--- src/rtl/wdog_pkg.sv ---
package wdog_pkg;

    typedef enum logic [1:0] {
        CAUSE_NONE    = 2'b00,
        CAUSE_TIMEOUT = 2'b01,
        CAUSE_KEY     = 2'b10,
        CAUSE_EARLY   = 2'b11
    } wd_cause_e;

    typedef enum logic {
        KEY_IDLE,
        KEY_HALF
    } key_state_e;

    localparam logic [7:0] KEY_FIRST  = 8'h55;
    localparam logic [7:0] KEY_SECOND = 8'hAA;

    // extra doublings of the base period for each select value
    function automatic int unsigned sel_extra(input logic [2:0] sel);
        case (sel)
            3'd2:    sel_extra = 2;
            3'd3:    sel_extra = 4;
            3'd4:    sel_extra = 6;
            3'd5:    sel_extra = 8;
            3'd6:    sel_extra = 9;
            3'd7:    sel_extra = 10;
            default: sel_extra = 0;
        endcase
    endfunction

endpackage

--- src/rtl/wdog_gate.sv ---
module wdog_gate (
    input  logic wait_frz,
    input  logic pstop_cont,
    input  logic in_wait,
    input  logic in_stop,
    input  logic in_pstop,
    output logic tick_en
);
    logic wait_hold;
    logic stop_hold;

    assign wait_hold = in_wait && wait_frz;
    assign stop_hold = in_stop && !(in_pstop && pstop_cont);
    assign tick_en   = !wait_hold && !stop_hold;
endmodule

--- src/rtl/wdog_counter.sv ---
module wdog_counter #(
    parameter int unsigned BASE_LOG2 = 14
) (
    input  logic       clk,
    input  logic       rst_n,
    input  logic       tick,
    input  logic       clr,
    input  logic [2:0] sel,
    output logic       at_end,
    output logic       win_open
);
    import wdog_pkg::*;

    localparam int unsigned CW = BASE_LOG2 + 10;

    logic [CW-1:0] cnt_q;
    logic [CW:0]   period;
    logic [CW-1:0] last;
    logic [CW-1:0] boundary;

    always_comb begin
        period   = (CW+1)'(1) << (BASE_LOG2 + sel_extra(sel));
        last     = period[CW-1:0] - 1'b1;
        boundary = period[CW:1] + {1'b0, period[CW:2]};
    end

    assign at_end   = tick && (cnt_q == last);
    assign win_open = cnt_q >= boundary;

    always_ff @(posedge clk or negedge rst_n) begin
        if (!rst_n)      cnt_q <= '0;
        else if (clr)    cnt_q <= '0;
        else if (tick)   cnt_q <= cnt_q + 1'b1;
    end
endmodule

--- src/rtl/wdog_keyfsm.sv ---
module wdog_keyfsm (
    input  logic       clk,
    input  logic       rst_n,
    input  logic       clr,
    input  logic       wr,
    input  logic [7:0] data,
    input  logic       win_ok,
    output logic       restart,
    output logic       key_err,
    output logic       win_err
);
    import wdog_pkg::*;

    key_state_e state_q;
    key_state_e state_d;

    always_ff @(posedge clk or negedge rst_n) begin
        if (!rst_n) state_q <= KEY_IDLE;
        else        state_q <= state_d;
    end

    always_comb begin
        state_d = state_q;
        restart = 1'b0;
        key_err = 1'b0;
        win_err = 1'b0;
        unique case (state_q)
            KEY_IDLE: begin
                if (wr) begin
                    if (!win_ok)                 win_err = 1'b1;
                    else if (data == KEY_FIRST)  state_d = KEY_HALF;
                    else                         key_err = 1'b1;
                end
            end
            KEY_HALF: begin
                if (wr) begin
                    if (!win_ok) begin
                        win_err = 1'b1;
                        state_d = KEY_IDLE;
                    end else if (data == KEY_FIRST) begin
                        state_d = KEY_HALF;
                    end else if (data == KEY_SECOND) begin
                        restart = 1'b1;
                        state_d = KEY_IDLE;
                    end else begin
                        key_err = 1'b1;
                        state_d = KEY_IDLE;
                    end
                end
            end
        endcase
        if (clr) state_d = KEY_IDLE;
    end
endmodule

--- src/rtl/wdog_keyed.sv ---
module wdog_keyed #(
    parameter int unsigned BASE_LOG2 = 14
) (
    input  logic       clk,
    input  logic       rst_n,
    input  logic [2:0] rate_sel,
    input  logic       win_en,
    input  logic       wait_frz,
    input  logic       pstop_cont,
    input  logic       in_wait,
    input  logic       in_stop,
    input  logic       in_pstop,
    input  logic       arm_we,
    input  logic [7:0] arm_data,
    output logic       rst_req,
    output logic [1:0] rst_cause
);
    import wdog_pkg::*;

    logic [2:0] sel_q;
    logic       run_en;
    logic       sel_chg;
    logic       tick_en;
    logic       tick;
    logic       at_end;
    logic       win_open;
    logic       restart;
    logic       key_err;
    logic       win_err;
    logic       expire;
    logic       req_now;
    logic       cnt_clr;
    logic       fsm_clr;
    wd_cause_e  cause_d;
    wd_cause_e  cause_q;
    logic       req_q;

    assign run_en  = rate_sel != 3'd0;
    assign sel_chg = rate_sel != sel_q;
    assign tick    = run_en && tick_en;
    assign expire  = at_end && !restart && !sel_chg;
    assign req_now = run_en && (win_err || key_err || expire);
    assign cnt_clr = !run_en || sel_chg || req_now || restart;
    assign fsm_clr = !run_en || sel_chg || expire;

    wdog_gate u_gate (
        .wait_frz   (wait_frz),
        .pstop_cont (pstop_cont),
        .in_wait    (in_wait),
        .in_stop    (in_stop),
        .in_pstop   (in_pstop),
        .tick_en    (tick_en)
    );

    wdog_counter #(.BASE_LOG2(BASE_LOG2)) u_cnt (
        .clk      (clk),
        .rst_n    (rst_n),
        .tick     (tick),
        .clr      (cnt_clr),
        .sel      (rate_sel),
        .at_end   (at_end),
        .win_open (win_open)
    );

    wdog_keyfsm u_key (
        .clk     (clk),
        .rst_n   (rst_n),
        .clr     (fsm_clr),
        .wr      (arm_we && run_en),
        .data    (arm_data),
        .win_ok  (!win_en || win_open),
        .restart (restart),
        .key_err (key_err),
        .win_err (win_err)
    );

    always_comb begin
        cause_d = cause_q;
        if (req_now) begin
            if (win_err)      cause_d = CAUSE_EARLY;
            else if (key_err) cause_d = CAUSE_KEY;
            else              cause_d = CAUSE_TIMEOUT;
        end
    end

    always_ff @(posedge clk or negedge rst_n) begin
        if (!rst_n) begin
            sel_q   <= 3'd0;
            req_q   <= 1'b0;
            cause_q <= CAUSE_NONE;
        end else begin
            sel_q   <= rate_sel;
            req_q   <= req_now;
            cause_q <= cause_d;
        end
    end

    assign rst_req   = req_q;
    assign rst_cause = cause_q;
endmodule

--- config.mk ---
export PLATFORM = sky130hd
export DESIGN_NAME = wdog_keyed
export DESIGN_NICKNAME = d
export VERILOG_FILES = /design/src/rtl/wdog_pkg.sv /design/src/rtl/wdog_gate.sv /design/src/rtl/wdog_counter.sv /design/src/rtl/wdog_keyfsm.sv /design/src/rtl/wdog_keyed.sv
export SDC_FILE = /design/constraint.sdc
export NUM_CORES = 1
export LEC_CHECK = 0
export ABC_AREA = 1
export BUFFER_PORTS_ARGS = -buffer_cell sky130_fd_sc_hd__buf_2
export CAP_MARGIN = 20
export CORE_ASPECT_RATIO = 0.5
export CORE_MARGIN = 2
export CORE_UTILIZATION = 60
export CTS_CLUSTER_DIAMETER = 30
export DETAILED_ROUTE_END_ITERATION = 6
export PLACE_DENSITY = 0.79
export SETUP_SLACK_MARGIN = 0.15
export SLEW_MARGIN = 20
export SYNTH_ARGS = -nofsm -noshare
export SYNTH_HDL_FRONTEND = slang
export SYNTH_SLANG_ARGS = --single-unit
--- constraint.sdc ---
create_clock -name clk -period 3.8 [get_ports clk]
set_input_delay 0.38 -clock clk [delete_from_list [all_inputs] [get_ports clk]]
set_output_delay 0.38 -clock clk [all_outputs]
set_load 0.02 [all_outputs]
# Yosys cells after proc, flatten, opt, wreduce, memory -nomap -nowiden

Cells that the tools add are included.

Flip-flop bits (word level): 31
Output and inout port bits: 3
Logic and storage cells: 74

$add $sub $neg: 4
Order comparisons: 1
Equal/unequal tests: 10
Shift operators: 1
Multiplexer cells: 26
Bitwise gates (word level): 1
Reductions and logical operators: 26

Operators by type and width:

| cell                                                                  | number |
|---|---|
| 24-bit 2-to-1 mux                                                     | 2 |
| 1-bit by 32-bit left shift with 25-bit output (first input constant)  | 1 |
| 24-bit by 1-bit adder with 24-bit output (second input constant)      | 1 |
| 24-bit by 23-bit adder with 24-bit output                             | 1 |
| 24-bit == test                                                        | 1 |
| 24-bit >= comparator                                                  | 1 |
| 4-bit one-hot mux with 6 select lines                                 | 1 |
| 24-bit by 1-bit subtractor with 24-bit output (second input constant) | 1 |
| 1-bit 2-to-1 mux                                                      | 19 |
| 3-bit == test (second input constant)                                 | 4 |
| 1-bit logical AND                                                     | 10 |
| 8-bit by 7-bit == test with 1-bit output (second input constant)      | 1 |
| 8-bit == test (second input constant)                                 | 1 |
| 1-bit zero test                                                       | 7 |
| 1-bit logical OR                                                      | 7 |
| 3-bit by 2-bit == test with 1-bit output (second input constant)      | 2 |
| 4-bit by 4-bit adder with 5-bit output (first input constant)         | 1 |
| 2-bit 2-to-1 mux                                                      | 2 |
| 1-bit one-hot mux with 2 select lines                                 | 2 |
| 3-bit inequality test                                                 | 1 |
| 3-bit nonzero test                                                    | 1 |
| 2-bit nonzero test                                                    | 1 |
| 1-bit inverter                                                        | 1 |

# Longest topological paths before layout

Gate-level depths: netlist of the first run.

Depth in word-level cells: 18
Mapped depth: 32

# By module

A second synthesis of the first run with hierarchy kept.

Cell total of the unflattened synthesis: 583
Area total of the unflattened synthesis: 3,911.3 sq um

By module, submodules not included:

| module       | times used | cells an instance | area each (sq um) |
|---|---|---|---|
| wdog_counter | 1          | 505               | 3,419.5 |
| wdog_keyed   | 1          | 44                | 316.6 |
| wdog_keyfsm  | 1          | 29                | 156.4 |
| wdog_gate    | 1          | 5                 | 18.8 |

# Worst setup path before layout of the first run

OpenSTA, ideal clock, no wires.

Kind: input to register
Start: input rate_sel[2]
End: register u_cnt.cnt_q[9]
Library setup time: 0.069 ns
Arrival time: 4.216 ns
Slack: -0.485 ns
Stages on the path: 28
Path buffers: 3
Path through: buf_6 > inv_2 > nand2_1 > buf_2 > o211ai_1 > ha_1 > inv_1 > nor3_1 > inv_1 > ha_1 > inv_1 > o21bai_1 > nand4_1 > o311ai_0 > xor2_1 > ha_1 > nand2_1 > inv_1 > nand3_1 > nor2_1 > and3b_1 > nand2_1 > nand3_1 > inv_1 > o21ai_2 > nand3_4 > buf_8 > nor2_2

Longest elaborated chain between the ends: 18
Elaborated cells between the ends (all ways): 42

Ends and longest elaborated chain:

| item                                                                             | line               | RTL |
|---|---|---|
| start, declared                                                                  | wdog_keyed.sv:6    | `input logic [2:0] rate_sel,` |
| 3-bit == test / 3-bit by 2-bit == test with 1-bit output (equally long branches) | wdog_pkg.sv:20     | `case (sel)` |
| 4-bit one-hot mux with 6 select lines                                            | wdog_pkg.sv:20     |  |
| 4-bit by 4-bit adder with 5-bit output                                           | wdog_counter.sv:22 | `period = (CW+1)'(1) << (BASE_LOG2 + sel_extra(sel));` |
| 1-bit by 32-bit left shift with 25-bit output                                    | wdog_counter.sv:22 |  |
| 24-bit by 23-bit adder with 24-bit output                                        | wdog_counter.sv:24 | `boundary = period[CW:1] + {1'b0, period[CW:2]};` |
| 24-bit >= comparator                                                             | wdog_counter.sv:28 | `assign win_open = cnt_q >= boundary;` |
| 1-bit logical OR                                                                 | wdog_keyed.sv:71   | `.win_ok (!win_en \|\| win_open),` |
| 1-bit 2-to-1 mux                                                                 | wdog_keyfsm.sv:37  | `if (!win_ok) begin` |
| 1-bit 2-to-1 mux                                                                 | wdog_keyfsm.sv:36  | `if (wr) begin` |
| 1-bit 2-to-1 mux                                                                 | wdog_keyfsm.sv:27  | `unique case (state_q)` |
| 1-bit zero test                                                                  | wdog_keyed.sv:41   | `assign expire = at_end && !restart && !sel_chg;` |
| 1-bit logical AND (2 in series)                                                  | wdog_keyed.sv:41   |  |
| 1-bit logical OR                                                                 | wdog_keyed.sv:42   | `assign req_now = run_en && (win_err \|\| key_err \|\| expire);` |
| 1-bit logical AND                                                                | wdog_keyed.sv:42   |  |
| 1-bit logical OR (2 in series)                                                   | wdog_keyed.sv:43   | `assign cnt_clr = !run_en \|\| sel_chg \|\| req_now \|\| restart;` |
| 24-bit 2-to-1 mux / 2-bit nonzero test (equally long branches)                   | n/a                |  |
| end signal, assigned                                                             | wdog_counter.sv:33 | `else if (tick) cnt_q <= cnt_q + 1'b1;` |
| end, declared                                                                    | wdog_counter.sv:16 | `logic [CW-1:0] cnt_q;` |

Several ways; a longest one is shown, not always the timed one.
A chain may end at the register's enable or synchronous reset.

# Worst setup path in the final report of the first run

Start: input rate_sel[0]
End: register u_cnt.cnt_q[17]

The elaborated chain is that of the path after synthesis.

==> run metrics, run 1 <==
pin count of the biggest net entering global routing 32; Worst EP arrival 4.16 ns; Clk pin slew, worst setup/hold paths 0.08 ns; DIE HEIGHT 55.4 um; commonest non-fill, non-tap cells in the layout nand2_1, inv_1, ha_1; I/O Pins 23; via count 3,332; register area share after synthesis 0.245; hpwl dp 6.03 mm; grt ovf 0; Setup Viol. Count Final 25; Reg-to-Reg End u_cnt.cnt_q[17]; DRC viols 0; Nets 613; HP Class input port to asynchronous set/reset pin; total CTS buffers 5; top post-synthesis cells by area dfrtp_1, ha_1, nand2_1, inv_1, nor2_1; Worst setup EP type flip-flop; Slew Viols, Final 0; outcome complete, but fails checks; Most Crowded Layer GR met2; reg2reg path depth 14; ys flop type dfrtp_1; root buf cell clkbuf_8; total power 1030 uW; pwr dens 233 nW/um^2; peak supply drop 0.000206 V; H-tree Lvls 2; first-pass GRT wire length 14.2 mm; FF-to-FF Start u_cnt.cnt_q[21]; Final Hold Fails 0; synth-to-layout area growth 40.2%; critical path launch point type input port; Worst Path Required 4.01 ns; Tcrit/Tclk final 1.04; P_leak 0.00220 uW; CP Max Fanout 7; gr usage total 0.302; Syn Inst Count 432; IO buf count 22; met1 GRT Util 0.399; most common cell after layout, fill and taps aside nand2_1; failing checks negative setup slack; drt pass-1 iters 6; routability congestion estimate 0.871; area leader, netlist dfrtp_1; Worst-Skew Late Latency 0.30 ns; post-layout min period 3.95 ns; DRT iter0 DRCs 293; hold_buf cts 0; Yosys reg bits 31; post-route ant nets 0; M2 GR Usage 0.499; Async SR Flop Fraction 1.00; fillers 257; register-to-register setup slack 1.38 ns; Initial Utilization 0.633; RSZ-0062 raised after global routing yes; Max-Cap Viols 0; Post-Syn Area 3170 um^2; vias in the first global route 3,049; Synth Area per Inst 7.33 um^2; initial antenna violation count 0; Least-Margin Pin Slew 0.721 ns; met3 Use GR 0.0519; share of cells above drive strength 1 0.300; Die X 107 um; max frequency 0.253 GHz; CTS tree done; DR WL/cell 15.4 um; worst setup margin -0.147 ns; critical path class input port to flip-flop; clock buffer depth 2; DRT Wirelength 9.48 mm; CTS Sinks 31; Synth cell types 36; Total Die Area 5910 um^2; antenna cells 0; top cell type's share of synthesized area 0.245; Worst Skew 0.0128 ns; Core Region 5000 um^2; vias per cell 5.41; relative slew slack 0.520; row count 18; synth warn 0; number of synthesized flops with an enable pin 0; Final Hold Slack 0.134 ns
worst max path at each step:
stage / end / start / cells past startpoint
global route: u_cnt.cnt_q[17] / rate_sel[0] / 27
detailed placement: u_cnt.cnt_q[2] / rate_sel[1] / 27
global placement: u_cnt.cnt_q[9] / rate_sel[1] / 27
floorplan: u_cnt.cnt_q[9] / rate_sel[2] / 29
finish: u_cnt.cnt_q[17] / rate_sel[0] / 27
CTS: u_cnt.cnt_q[21] / rate_sel[0] / 27
worst max-delay path, cell delays in order:
cell	delay, ns
buf_12	0.11
o21ai_4	0.14
o211ai_1	0.15
ha_4	0.34
inv_6	0.05
nor3_4	0.16
inv_2	0.07
ha_4	0.29
inv_4	0.04
o21bai_4	0.14
a21o_1	0.17
a21oi_2	0.06
xor2_1	0.17
ha_1	0.33
nand2_1	0.08
inv_1	0.05
o21ai_1	0.19
nand4_1	0.14
nor2_2	0.17
nand3_2	0.14
nand3_4	0.12
nand2_2	0.07
inv_2	0.09
nand3_4	0.11
buf_6	0.14
buf_12	0.14
nor2_1	0.11
synthesized netlist by cell type (10+ instances only):
master and instances:
a21oi_1 15, dfrtp_1 31, ha_1 47, inv_1 55, nand2_1 87, nand3_1 28, nand4_1 11, nor2_1 53
nor2_2 13, o21ai_0 10, xnor2_1 10, xor2_1 20
kinds of logic (layout without fill, tap and decap cells):
logic type,Yosys count,count (layout),share of synthesized area
buffers and inverters,64,142,0.0873
AND/OR/NAND/NOR,219,219,0.322
flip-flops,31,31,0.245
other,2,38,0.00237
AO/OA/AOI/OAI,38,38,0.0684
XOR/XNOR,30,30,0.0830
adder cells (fa/ha/maj),48,48,0.192
metrics by stage:
step                instances  TNS, ns  area [um^2]   util  setup WS [ns]
floorplan                 468   -0.225         3420      -        -0.0351
global placement          591    -7.46         3840  0.768         -0.292
detailed placement        591   -10.60         3840  0.768         -0.410
CTS                       609        0         4200  0.841          0.120
global route              616    -7.63         4440  0.888         -0.343
finish                    616    -2.17         4440  0.888         -0.147
registers in the layout (all words and copies together), names as in the netlist:
| signal | flops |
|---|---|
| u_cnt.cnt_q | 24 |
| rst_cause | 2 |
| rst_req | 1 |
| u_key.state_q | 1 |
| sel_q | 3 |
report_power, final:
group / leakage, uW / switching (uW) / internal, uW
registers: 0.000419 / 3.41 / 335
clock network: 0.0000612 / 137 / 212
logic: 0.00172 / 189 / 158
metal layers:
layer  part of all wire  up-vias
li1                   -     1590
met1               0.42     1537
met2               0.48      162
met3              0.066       43
met4              0.035        0
met5                  0        -
layout make-up:
cell class                      instances  area (um^2)  share of cell area
Tap cell                               70         87.6              0.0197
Clock buffer                            6         82.6              0.0186
Sequential cell                        31          776               0.175
Inverter                               58          243              0.0547
Multi-Input combinational cell        373         2550               0.576
Clock inverter                          2         35.0             0.00789
Timing Repair Buffer                   76          661               0.149
timing repair:
| item | CTS | global route |
|---|---|---|
| gates resized for setup | 32 | 48 |
| pin swaps | 17 | 22 |
| cloned | 2 | 0 |
| setup endpoints to repair | 28 | 28 |
| setup buffers | 8 | 8 |
No activity file was read; power rests on OpenSTA's default activity.
==> run 2, diff against run 1 <==
- PLACE_DENSITY: 0.79 -> 0.75
==> run metrics, run 2 (same netlist as run 1, synthesis figures left out) <==
critical path class input port to flip-flop; crit path launch rate_sel[2]; Critical Path End u_cnt.cnt_q[3]; Total Die Area 5910 um^2; P_leak 0.00220 uW; gr usage total 0.305; max FFs per register 24; cell mode on critical path nand3_4; Levels on crit path 27; Clk pin slew, worst setup/hold paths 0.07 ns; Tcrit/Tclk final 1.04; Worst-Skew Late Latency 0.29 ns; largest register by flop count u_cnt.cnt_q; DR WL/cell 18.0 um; vias in the first global route 3,237; Worst setup EP type flip-flop; Worst Skew 0.00235 ns; relative slew slack 0.513; synth-to-layout area growth 41.4%; Nets 618; CTS tree done; CP top delay family simple AND/OR/NAND/NOR gates; Worst EP arrival 4.18 ns; failing checks negative setup slack; Slew Viols, Final 0; peak supply drop 0.000174 V; Max-Cap Viols 0; total CTS buffers 5; I/O Pins 23; max incr delay on CP 0.31 ns; CP Max Fanout 7; first-pass GRT wire length 14.4 mm; hpwl dp 6.41 mm; Final Util 0.896; share of cells above drive strength 1 0.305; H-tree Lvls 2; DRC viols 0; Final Hold Fails 0; post-layout min period 3.95 ns; most common cell after layout, fill and taps aside nand2_1; register-to-register setup slack 1.36 ns; Least-Margin Pin Slew 0.731 ns; slowest CP cell o211ai_1; CTS Sinks 31; commonest non-fill, non-tap cells in the layout nand2_1, buf_4, inv_1; Reg-to-Reg End u_cnt.cnt_q[3]; fillers 239; RSZ-0062 raised after global routing yes; cell area after placement 3850 um^2; CP bufs+invs 6; outcome complete, but fails checks; drt pass-1 iters 5; Die X 107 um; HP Class input port to asynchronous set/reset pin; antenna cells 0; IO buf count 22; root buf cell clkbuf_8; routability congestion estimate 0.939; critical path launch point type input port; DRT iter0 DRCs 357; via count 3,595; pwr dens 224 nW/um^2; worst setup margin -0.152 ns; max frequency 0.253 GHz; total power 1000 uW; Setup Viol. Count Final 27; DRT Wirelength 11.1 mm; post-route ant nets 0; clock buffer depth 2; vias per cell 5.80; reg2reg path depth 13; FF-to-FF Start u_cnt.cnt_q[21]; Core Region 5000 um^2; DIE HEIGHT 55.4 um; fin area 4480 um^2; grt ovf 0; initial antenna violation count 0; pin count of the biggest net entering global routing 32; Initial Utilization 0.633; hold_buf cts 0; Worst Path Required 4.03 ns; row count 18
-- run 2: cell count changes in the layout (fill, tap and decap cells not counted), moves of 2 or more --
cell	before	now
inv_1	46	44
o21ai_1	3	1
inv_2	7	9
nand2_4	2	4
buf_4	42	50
nand3_2	8	4
ha_4	2	4
nor2_2	16	11
nand3_1	21	24
nand2_2	10	7
buf_6	8	5
nor2_4	14	19
-- run 2: where the power goes --
| group | internal, uW | switching, uW | total, uW |
|---|---|---|---|
| logic | 168 | 220 | 389 |
| clock network | 142 | 133 | 275 |
| registers | 335 | 3.37 | 338 |
| total | 646 | 356 | 1000 |
-- run 2: what timing repair did --
| item | in CTS | in global routing |
|---|---|---|
| gates resized for setup | 27 | 56 |
| pin swaps | 10 | 30 |
| setup buffers | 5 | 15 |
| setup endpoints to repair | 28 | 28 |
| endpoints found under the hold margin | 0 | 0 |
| cloned | 1 | 1 |
-- run 2: how the worst min path moves through the flow --
stage / from / endpoint / slack [ns] / cells after the start
finish: rst_n / u_cnt.cnt_q[4] / 0.15 / 1
global route: rst_n / u_cnt.cnt_q[4] / 0.20 / 1
CTS: rst_n / u_cnt.cnt_q[4] / 0.16 / 1
detailed placement: rst_n / u_cnt.cnt_q[4] / 0.47 / 1
global placement: rst_n / u_cnt.cnt_q[3] / 0.45 / 1
floorplan: rst_n / rst_cause[0] / 0.08 / 0
-- run 2: through the flow --
stage               setup slack, ns  std cells  setup TNS (ns)  hold slack, ns
global route                 -0.317        620           -7.29           0.203
finish                       -0.152        620           -3.25           0.145
global placement             -0.300        591           -7.68           0.450
CTS                          0.0904        604               0           0.160
detailed placement           -0.439        591          -11.26           0.470
floorplan                   -0.0351        468          -0.225          0.0844
-- run 2: cell type report --
cell class | count | area, um^2 | share of cell area
clock buffer | 6 | 82.6 | 0.0184
multi-input combinational | 373 | 2610 | 0.582
tap | 70 | 87.6 | 0.0196
timing repair buffer | 81 | 679 | 0.152
sequential | 31 | 776 | 0.173
clock inverter | 1 | 5.00 | 0.00112
inverter | 58 | 243 | 0.0542
-- run 2: layer usage --
metal | GRT usage | wire length [um]
met1 | 0.371 | 4290
met2 | 0.551 | 5140
met3 | 0.0519 | 1030
met4 | 0.0909 | 687
met5 | 0 | 0
==> run 3, diff against run 2 <==
- MAX_ROUTING_LAYER: default -> met4
==> run metrics, run 3 (same netlist as run 1, synthesis figures left out) <==
Core Region 5000 um^2; met3 Use GR 0.0708; pin count of the biggest net entering global routing 32; Die X 107 um; Worst EP arrival 4.11 ns; CTS Sinks 31; clock power share 0.295; IO buf count 22; Clk pin slew, worst setup/hold paths 0.07 ns; placed cell count 591; hold_buf cts 0; DIE HEIGHT 55.4 um; Max-Cap Viols 0; hpwl dp 6.38 mm; I/O Pins 23; commonest non-fill, non-tap cells in the layout nand2_1, buf_4, inv_1; DRT Wirelength 11.2 mm; via count 3,703; RSZ-0062 raised after global routing yes; Power Internal 662 uW; vias per cell 5.99; max frequency 0.258 GHz; P_leak 0.00219 uW; total CTS buffers 5; Sw Pwr 357 uW; routability congestion estimate 0.953; Worst Skew 0.00470 ns; failing checks negative setup slack; post-route ant nets 0; CTS tree done; worst setup margin -0.0753 ns; Final Util 0.899; Most Crowded Layer GR met2; vias in the first global route 3,238; Slew Viols, Final 0; Nets 615; share of cells above drive strength 1 0.312; H-tree Lvls 2; post-layout min period 3.88 ns; DRC viols 0; first-pass GRT wire length 14.6 mm; Worst Path Required 4.03 ns; antenna cells 0; Worst setup EP type flip-flop; Setup TNS -1.21 ns; Comb pwr share 0.373; M2 GR Usage 0.541; Sw Ratio 0.350; most common cell after layout, fill and taps aside nand2_1; fin cells 618; drt pass-1 iters 6; DRT iter0 DRCs 390; Tcrit/Tclk final 1.02; Least-Margin Pin Slew 0.707 ns; Worst-Skew Late Latency 0.29 ns; initial antenna violation count 0; clock buffer depth 2; peak supply drop 0.000181 V; Setup Viol. Count Final 25; DR WL/cell 18.2 um; pwr dens 227 nW/um^2; max FFs per register 24; Initial Utilization 0.633; dpl ws -0.459 ns; critical path class input port to flip-flop; largest register by flop count u_cnt.cnt_q; max incr delay on CP 0.36 ns; met1 GRT Util 0.379; synth-to-layout area growth 42.0%; gr usage total 0.320; Final Hold Fails 0; CP Max Fanout 6; Total Die Area 5910 um^2; critical path launch point type input port; root buf cell clkbuf_8; grt ovf 0; HP Class input port to asynchronous set/reset pin; register share of total power 0.332; row count 18; slowest CP cell ha_1; fillers 215; Final Hold Slack 0.129 ns; outcome complete, but fails checks; relative slew slack 0.529
-- run 3: critical path, delay by kind of cell --
family | cells | cell delay (ns)
and+or+nand+nor | 10 | 1.16
AOI/OAI and AO/OA | 5 | 0.86
adders and majority gates | 3 | 0.79
buffers and inverters | 6 | 0.77
xor gates and xnor gates | 1 | 0.15
-- run 3: layout make-up --
type	instances	area [um^2]	area share
clock buffer	7	96.3	0.0214
timing repair buffer	78	649	0.144
clock inverter	1	7.51	0.00167
multi-input combinational	373	2640	0.588
sequential	31	776	0.173
inverter	58	238	0.0529
tap	70	87.6	0.0195
-- run 3: through the flow --
| stage | power, uW | area [um^2] |
|---|---|---|
| 6_report | 1020 | 4500 |
| 5_1_grt | 1060 | 4500 |
| 4_1_cts | 934 | 4180 |
| 3_5_place_dp | 604 | 3850 |
| 3_3_place_gp | 593 | 3850 |
| 2_1_floorplan | 510 | 3420 |
-- run 3: path summary, 6_finish.rpt --
kind | startpoint | endpoint | slack (ns) | cells after the start
worst min register to register | rst_cause[1] | rst_cause[1] | 0.51 | 2
min in group clk | rate_sel[1] | sel_q[1] | 0.35 | 2
worst max-delay path | rate_sel[0] | u_cnt.cnt_q[23] | -0.08 | 25
max in group asynchronous | rst_n | u_cnt.cnt_q[16] | 3.22 | 1
worst min-delay path | rst_n | u_cnt.cnt_q[7] | 0.13 | 1
worst max register to register | u_cnt.cnt_q[18] | u_cnt.cnt_q[11] | 1.44 | 12
-- run 3: repair_timing --
item | in CTS | in global routing
buffers inserted | 11 | 6
gates cloned | 1 | 1
pin swaps | 10 | 11
gates resized for setup | 28 | 58
endpoints found under the setup margin | 28 | 28
-- run 3: power groups by stage --
stage	Combinational, uW	Sequential (uW)	Clock [uW]
2_1_floorplan	162	348	0
3_3_place_gp	250	344	0
3_5_place_dp	259	344	0
4_1_cts	297	338	300
5_1_grt	407	338	314
6_report	380	338	301
-- run 3: routing by layer --
layer	share of wire	routed length, um
met1	0.37	4110
met2	0.46	5210
met3	0.092	1040
met4	0.078	873
met5	0	0
